--- config.mk ---
export PLATFORM = sky130hd
export DESIGN_NAME = flash_status_reg
export DESIGN_NICKNAME = d
export VERILOG_FILES = /design/src/rtl/fsr_pkg.sv /design/src/rtl/fsr_core.sv /design/src/rtl/fsr_snap.sv /design/src/rtl/flash_status_reg.sv
export SDC_FILE = /design/constraint.sdc
export NUM_CORES = 1
export LEC_CHECK = 0
export CELL_PAD_IN_SITES_DETAIL_PLACEMENT = 1
export CELL_PAD_IN_SITES_GLOBAL_PLACEMENT = 2
export CORE_UTILIZATION = 24
export DETAILED_ROUTE_END_ITERATION = 8
export PLACE_DENSITY_LB_ADDON = 0.1
export SYNTH_ARGS = -nofsm -noshare
export SYNTH_HDL_FRONTEND = slang
export SYNTH_SLANG_ARGS = --single-unit
--- constraint.sdc ---
create_clock -name clk -period 1.5 [get_ports clk]
set_input_delay 0.15 -clock clk [delete_from_list [all_inputs] [get_ports clk]]
set_output_delay 0.15 -clock clk [all_outputs]
set_load 0.005 [all_outputs]
--- src/rtl/fsr_pkg.sv ---
package fsr_pkg;

    localparam int BUS_W = 16;

    // Bit order is fixed by the host-visible byte layout (bit 7 first).
    typedef struct packed {
        logic ready;    // 7
        logic esusp;    // 6
        logic efail;    // 5
        logic pfail;    // 4
        logic vlow;     // 3
        logic psusp;    // 2
        logic lockerr;  // 1
        logic rsvd;     // 0
    } status_t;

    localparam int STAT_W = $bits(status_t);

    localparam logic [STAT_W-1:0] STICKY_MASK = 8'b0011_1010;

    function automatic status_t drop_errors(status_t s);
        return status_t'(s & ~STICKY_MASK);
    endfunction

    function automatic logic [BUS_W-1:0] to_word(status_t s);
        logic [STAT_W-1:0] b;
        b = s;
        b[0] = 1'b0;
        return {{(BUS_W-STAT_W){1'b0}}, b};
    endfunction

endpackage

--- src/rtl/fsr_core.sv ---
module fsr_core
    import fsr_pkg::*;
#(
    parameter logic [STAT_W-1:0] RESET_VAL = 8'h80
) (
    input  logic    clk,
    input  logic    rst,
    input  logic    op_start,
    input  logic    op_erase,
    input  logic    op_done,
    input  logic    op_fail,
    input  logic    susp_done,
    input  logic    resume,
    input  logic    supply_ok,
    input  logic    lock_hit,
    input  logic    clr_err,
    output status_t st_o
);

    status_t st_q, st_d;
    logic    kind_q, kind_d;   // 1 = erase in flight
    logic    accept;

    assign accept = op_start && st_q.ready;

    always_comb begin
        st_d   = st_q;
        kind_d = kind_q;
        if (clr_err) st_d = drop_errors(st_d);

        if (accept) begin
            if (!supply_ok) begin
                st_d.vlow = 1'b1;
                if (op_erase) st_d.efail = 1'b1;
                else          st_d.pfail = 1'b1;
            end else begin
                st_d.ready = 1'b0;
                kind_d     = op_erase;
            end
        end else if (!st_q.ready) begin
            if (op_done || op_fail) begin
                st_d.ready = 1'b1;
                if (op_fail) begin
                    if (kind_q) st_d.efail = 1'b1;
                    else        st_d.pfail = 1'b1;
                end
            end else if (susp_done) begin
                st_d.ready = 1'b1;
                if (kind_q) st_d.esusp = 1'b1;
                else        st_d.psusp = 1'b1;
            end
        end else if (resume && (st_q.esusp || st_q.psusp)) begin
            st_d.ready = 1'b0;
            kind_d     = !st_q.psusp;
            st_d.esusp = 1'b0;
            st_d.psusp = 1'b0;
        end

        if (lock_hit) st_d.lockerr = 1'b1;
        st_d.rsvd = 1'b0;
    end

    always_ff @(posedge clk) begin
        if (rst) begin
            st_q   <= status_t'(RESET_VAL);
            kind_q <= 1'b0;
        end else begin
            st_q   <= st_d;
            kind_q <= kind_d;
        end
    end

    assign st_o = st_q;


    sticky_hold_chk: assert property (@(posedge clk) disable iff (rst)
        !clr_err |=> ((($past(st_q) & STICKY_MASK) & ~st_q) == '0));


    start_busy_chk: assert property (@(posedge clk) disable iff (rst)
        (op_start && st_q.ready && supply_ok) |=> !st_q.ready);


    bad_supply_erase_chk: assert property (@(posedge clk) disable iff (rst)
        (op_start && op_erase && st_q.ready && !supply_ok)
            |=> (st_q.ready && st_q.vlow && st_q.efail));


    lock_flag_chk: assert property (@(posedge clk) disable iff (rst)
        lock_hit |=> st_q.lockerr);

endmodule

--- src/rtl/fsr_snap.sv ---
module fsr_snap
    import fsr_pkg::*;
#(
    parameter logic [STAT_W-1:0] RESET_VAL = 8'h80
) (
    input  logic    clk,
    input  logic    rst,
    input  logic    ce_n,
    input  logic    oe_n,
    input  status_t live,
    output status_t snap_o,
    output logic    sel_o
);

    status_t snap_q;
    logic    sel_q;
    logic    both_low;

    assign both_low = !ce_n && !oe_n;

    always_ff @(posedge clk) begin
        if (rst) begin
            snap_q <= status_t'(RESET_VAL);
            sel_q  <= 1'b0;
        end else begin
            sel_q <= both_low;
            if (both_low && !sel_q) snap_q <= live;
        end
    end

    assign snap_o = snap_q;
    assign sel_o  = sel_q;


    capture_chk: assert property (@(posedge clk) disable iff (rst)
        (both_low && !sel_q) |=> (snap_q == $past(live)));


    hold_chk: assert property (@(posedge clk) disable iff (rst)
        (both_low && sel_q) |=> $stable(snap_q));

endmodule

--- src/rtl/flash_status_reg.sv ---
module flash_status_reg
    import fsr_pkg::*;
#(
    parameter logic [STAT_W-1:0] RESET_VAL = 8'h80
) (
    input  logic             clk,
    input  logic             rst,
    input  logic             op_start,
    input  logic             op_erase,
    input  logic             op_done,
    input  logic             op_fail,
    input  logic             susp_done,
    input  logic             resume,
    input  logic             supply_ok,
    input  logic             lock_hit,
    input  logic             clr_err,
    input  logic             ce_n,
    input  logic             oe_n,
    output logic [BUS_W-1:0] rd_word
);

    status_t live_st, snap_st;
    logic    sel;

    fsr_core #(.RESET_VAL(RESET_VAL)) u_core (
        .clk(clk), .rst(rst), .op_start(op_start), .op_erase(op_erase),
        .op_done(op_done), .op_fail(op_fail), .susp_done(susp_done),
        .resume(resume), .supply_ok(supply_ok), .lock_hit(lock_hit),
        .clr_err(clr_err), .st_o(live_st)
    );

    fsr_snap #(.RESET_VAL(RESET_VAL)) u_snap (
        .clk(clk), .rst(rst), .ce_n(ce_n), .oe_n(oe_n),
        .live(live_st), .snap_o(snap_st), .sel_o(sel)
    );

    assign rd_word = sel ? to_word(snap_st) : '0;

endmodule

* After elaboration in Yosys (flattened, before gate mapping)
Cells that the tools add are included.
W data, S select, Z words.
** Cells by class
- $add $sub $neg :: 0
- $mul :: 0
- Div/mod/pow operators :: 0
- Magnitude comparators :: 0
- Equal/unequal tests :: 1
- Shift-type cells :: 0
- Muxes and demuxes :: 32
- Bitwise logic cells :: 0
- Reduce and logical (&&, ||, !) cells :: 14
** Operator list (number)
- $mux W1 :: 22
- $mux W2 :: 7
- $mux W8 :: 1
- $mux W6 :: 1
- $reduce_bool A2 Y1 :: 3
- $logic_and A1 B1 Y1 :: 4
- $logic_not A1 Y1 :: 4
- $mux W3 :: 1
- $reduce_and A3 Y1 :: 1
- $logic_or A1 B1 Y1 :: 2
- $ne A2 B2 Y1 const B :: 1
** Word-level totals
- Register bits :: 16
- Bits in latches :: 0
- Bits in writable memories :: 0
- Memory bits (read-only) :: 0
- Input port bits :: 13
- Output and inout port bits :: 16
- Logic and storage cells :: 63
- Memories kept :: 0

* Longest topological paths before layout
- Depth in word-level cells :: 6
- Mapped depth :: 4
- Depth with buffers taken out :: 3

* By module
Synthesis repeated with hierarchy kept, for this count alone.
** Unflattened totals
- Cell total of the unflattened synthesis :: 99
- Area, all modules :: 898.4 µm²
** Modules (own cells, without submodules)
- fsr_snap :: times used 1, cells each 39, area an instance 396.6 µm²
- fsr_core :: times used 1, cells each 43, area an instance 386.6 µm²
- flash_status_reg :: times used 1, cells each 17, area an instance 115.1 µm²

* Worst setup path after synthesis
No wires, ideal clock.
- Kind :: register to register
- Start point :: register u_snap.sel_q, in the netlist u_snap.sel_o
- End point :: register u_snap.snap_q (netlist bit u_snap.snap_o[7])
- Setup time :: 120 ps
- Arrival :: 1063 ps
- Data required time :: 1380 ps
- Slack :: 317 ps
- Cell stages (with the launch flop) :: 4
- Path buffers :: 0
- Period minus slack after synthesis :: 1183 ps
- Path through :: dfxtp_1 -> nor3_4 -> nor2b_1 -> a211o_1
** Between the ends
- Longest elaborated chain between the ends :: 2
** Ends and longest elaborated chain
- start, declared :: RTL line fsr_snap.sv:16 : logic sel_q;
- start signal, assigned :: RTL line fsr_snap.sv:26 : sel_q <= both_low;
- $logic_not A1 Y1 :: RTL line fsr_snap.sv:27 : if (both_low && !sel_q) snap_q <= live;
- $logic_and A1 B1 Y1 :: RTL line fsr_snap.sv:27
- end signal, assigned :: RTL line fsr_snap.sv:23 : snap_q <= status_t'(RESET_VAL);
- end signal, assigned :: RTL line fsr_snap.sv:27
- end, declared :: RTL line fsr_snap.sv:15 : status_t snap_q;
Every way passes these cells.
A chain may end at the register's enable or synchronous reset.

* Final worst setup path
- Start point :: register u_snap.sel_q, in the netlist u_snap.sel_o
- End point :: output rd_word[5]
** Between the ends
- Longest elaborated chain between the ends :: 1
** Ends and longest elaborated chain
- $mux W8 :: RTL line flash_status_reg.sv:37 : assign rd_word = sel ? to_word(snap_st) : '0;
- end, declared :: RTL line flash_status_reg.sv:19 : output logic [BUS_W-1:0] rd_word
Every way passes these cells.

==> impl_metrics.yaml <==
clock_tree:
  clock_path_buffers: 2
  cts_tree: "yes"
  clk_pin_slew_ps: 100
  htree_num_levels: 1
  cts.sinks: 16
  numCtsBuffers: 3
  cts_root_buf: "clkbuf_4"
  clk_latency_ps: 280
  cts-hold-fix-buffers: 0
synth:
  synth_edf_count: 0
  synth.distinct_cells: 27
  async_flop_share_pct: 0
  synth_common_cells: "dfxtp_1 (16), nor2_1 (10), buf_4 (9)"
  synth_flop_cell: "dfxtp_1"
  synth.most_common_cell: "dfxtp_1"
  synth_top_area_share_pct: 42.0
  syn_inst: 84
  synth_area_leader_cell: "dfxtp_1"
  syn_area_per_cell_um2: 9.07
  yosys_warnings: 0
  syn_area_um2: 762
  ys_seq_area_share_pct: 42.0
  yosys_register_bits: 16
  yosys-top-cells-area: "dfxtp_1 (42%), buf_4 (8.9%), mux2i_1 (7.9%), and2_2 (6.9%), nor2_1 (4.9%)"
critical_path:
  r2r-end: "u_snap.snap_o[6]$_SDFFE_PP0P_"
  endpoint: "rd_word[5]"
  criticalPathCategory: "reg2out"
  critPathCaptureType: "output pin"
  arrival_ps: 1270
  reg2reg_slack_ps: 220
  path_max_fanout: 5
  r2r_cells: 5
  worstSetupStartpointType: "register"
  r2r-start: "u_snap.sel_o$_SDFF_PP0_"
  setup.worst_path.start: "u_snap.sel_o$_SDFF_PP0_"
  crit_required_ps: 1350
drt:
  vias_per_cell: 4.08
  firstDrtPassIters: 2
  vias: 628
  drc: 0
  wl_per_cell_um: 10.8
  drtAntennaViolNets: 0
  drt-total-wl_mm: 1.66
  initialDrtViolationCount: 8
die:
  std_cell_rows: 20
  chipWidth_um: 58.3
  design.die.area_um2: 3400
  core_um2: 3030
  io_pins: 29
  initial_utilization_pct: 25.2
  die_height_um: 58.3
place:
  dpl.hpwl_mm: 1.31
  dpl_cell_area_um2: 1010
  portBuffers: 19
  gp_congestion: 0.744
sta:
  rsz0062_at_grt: "false"
  fin_crit_sh_pct: 94.7
  setup_tns_ps: 0
  hold_viol_final: 0
  drv_slew: 0
  finalSetupViolations: 0
  period_needed_ps: 1420
  finClkSkew_ps: 0.471
  max_freq_ghz: 0.704
  holdWs_ps: 456
cells_and_area:
  layout-drive-gt1-share_pct: 21.8
  n_antenna_cell: 0
  utilization_pct: 35.3
  final_nets: 124
  area_growth_pct: 40.4
  stdcell_area_um2: 1070
pwr:
  ir_drop_mv: 0.487
  comb_power_share_pct: 13.9
  power_frac_clock_pct: 33.9
  switchingPower_uw: 202
  leakage_uw: 0.000495
  p_seq_share_pct: 52.2
  p_int_uw: 654
  power.density_nw_per_um2: 800
  sw_frac_of_total_pct: 23.6
global_routing:
  grt_first_pass_wirelength_mm: 2.88
  track_usage_pct: 11.4
  grt_overflow: 0
  grt_max_degree: 10
  grt_pass1_vias: 673
  antenna_found_initial: 0
flow_run:
  maxCapViolCount: 0
hold_path:
  min_path_type: "in2reg"
status:
  status: "completed"
layer usage:
metal	vias to the layer above	wire length (um)	global-route usage [%]	part of all wire, %
met4	0	17	4.08	1.0
met1	288	771	13.0	46
met2	20	764	19.7	46
met3	2	107	4.18	6.4
li1	318	-	-	-
met5	-	0	0	0
layout by cell type (no fill, tap or decap), drive strengths merged, types with 2 or more instances in the layout:
cell	netlist	final
dfxtp	16	16
clkdlybuf4s50	0	13
nor2	10	10
conb	1	9
and2	7	7
buf	10	7
mux2i	6	6
dlymetal6s2s	0	4
clkbuf	2	4
a21oi	3	3
nand2b	3	3
nand2	3	3
a31oi	3	3
nor3	3	3
inv	2	2
o21ai	2	2
or2	2	2
a211oi	2	2
dlygate4sd2	0	2
registers in the layout (all words and copies together), names as in the netlist:
register / count
u_core.kind_q: 1
u_core.st_o: 7
u_snap.snap_o: 7
u_snap.sel_o: 1
worst max-delay path, stage by stage, from the launching register on:
cell	delay, ps
dfxtp_4	370
and2_2	130
clkdlybuf4s50_1	490
final cells by class:
cell class / count / area, um2
fillers: 354 / 1960
multi-input cells: 62 / 384
clock buffers: 4 / 36.3
well taps: 44 / 55.1
inverters: 2 / 7.51
flip-flops and latches: 16 / 324
repair buffers: 26 / 263
per-stage QoR:
step / power [uW] / cells / setup WS [ps]
3_5_place_dp: 577 / 148 / -12.2
6_report: 856 / 154 / 78.9
5_1_grt: 906 / 154 / 21.3
2_1_floorplan: 526 / 92 / 317
4_1_cts: 872 / 153 / 31.9
3_3_place_gp: 575 / 148 / 53.9
cells by family (layout without fill, tap and decap cells):
family / Yosys count / count (layout) / synth area share (%)
multiplexers: 7 / 7 / 9.36
AND/OR/NAND/NOR: 33 / 33 / 25.3
flip-flops: 16 / 16 / 42.0
buffers and inverters: 14 / 32 / 11.5
other: 1 / 9 / 0.492
AO/OA/AOI/OAI: 13 / 13 / 11.3
worst min path at each step:
stage / startpoint / endpoint / cells after the start
2_1_floorplan: ce_n / u_snap.sel_o$_SDFF_PP0_ / 1
3_3_place_gp: u_core.st_o[3]$_SDFF_PP0_ / u_core.st_o[3]$_SDFF_PP0_ / 2
3_5_place_dp: u_core.st_o[3]$_SDFF_PP0_ / u_core.st_o[3]$_SDFF_PP0_ / 2
4_1_cts: lock_hit / u_core.st_o[1]$_SDFFE_PP0P_ / 3
5_1_grt: lock_hit / u_core.st_o[1]$_SDFFE_PP0P_ / 3
6_report: lock_hit / u_core.st_o[1]$_SDFFE_PP0P_ / 3
power groups by stage:
stage	logic, uW	clock network (uW)	registers, uW
after floorplan	70.6	0	455
after global placement	115	0	460
after detailed placement	117	0	460
after CTS	119	305	449
after global routing	132	325	450
final	119	290	447
repair_timing:
| action | CTS | global route |
|---|---|---|
| setup endpoints to repair | 7 | 5 |
| resized for setup | 4 | 4 |
| setup buffers | 1 | 1 |
(Power assumes the default switching activity.)
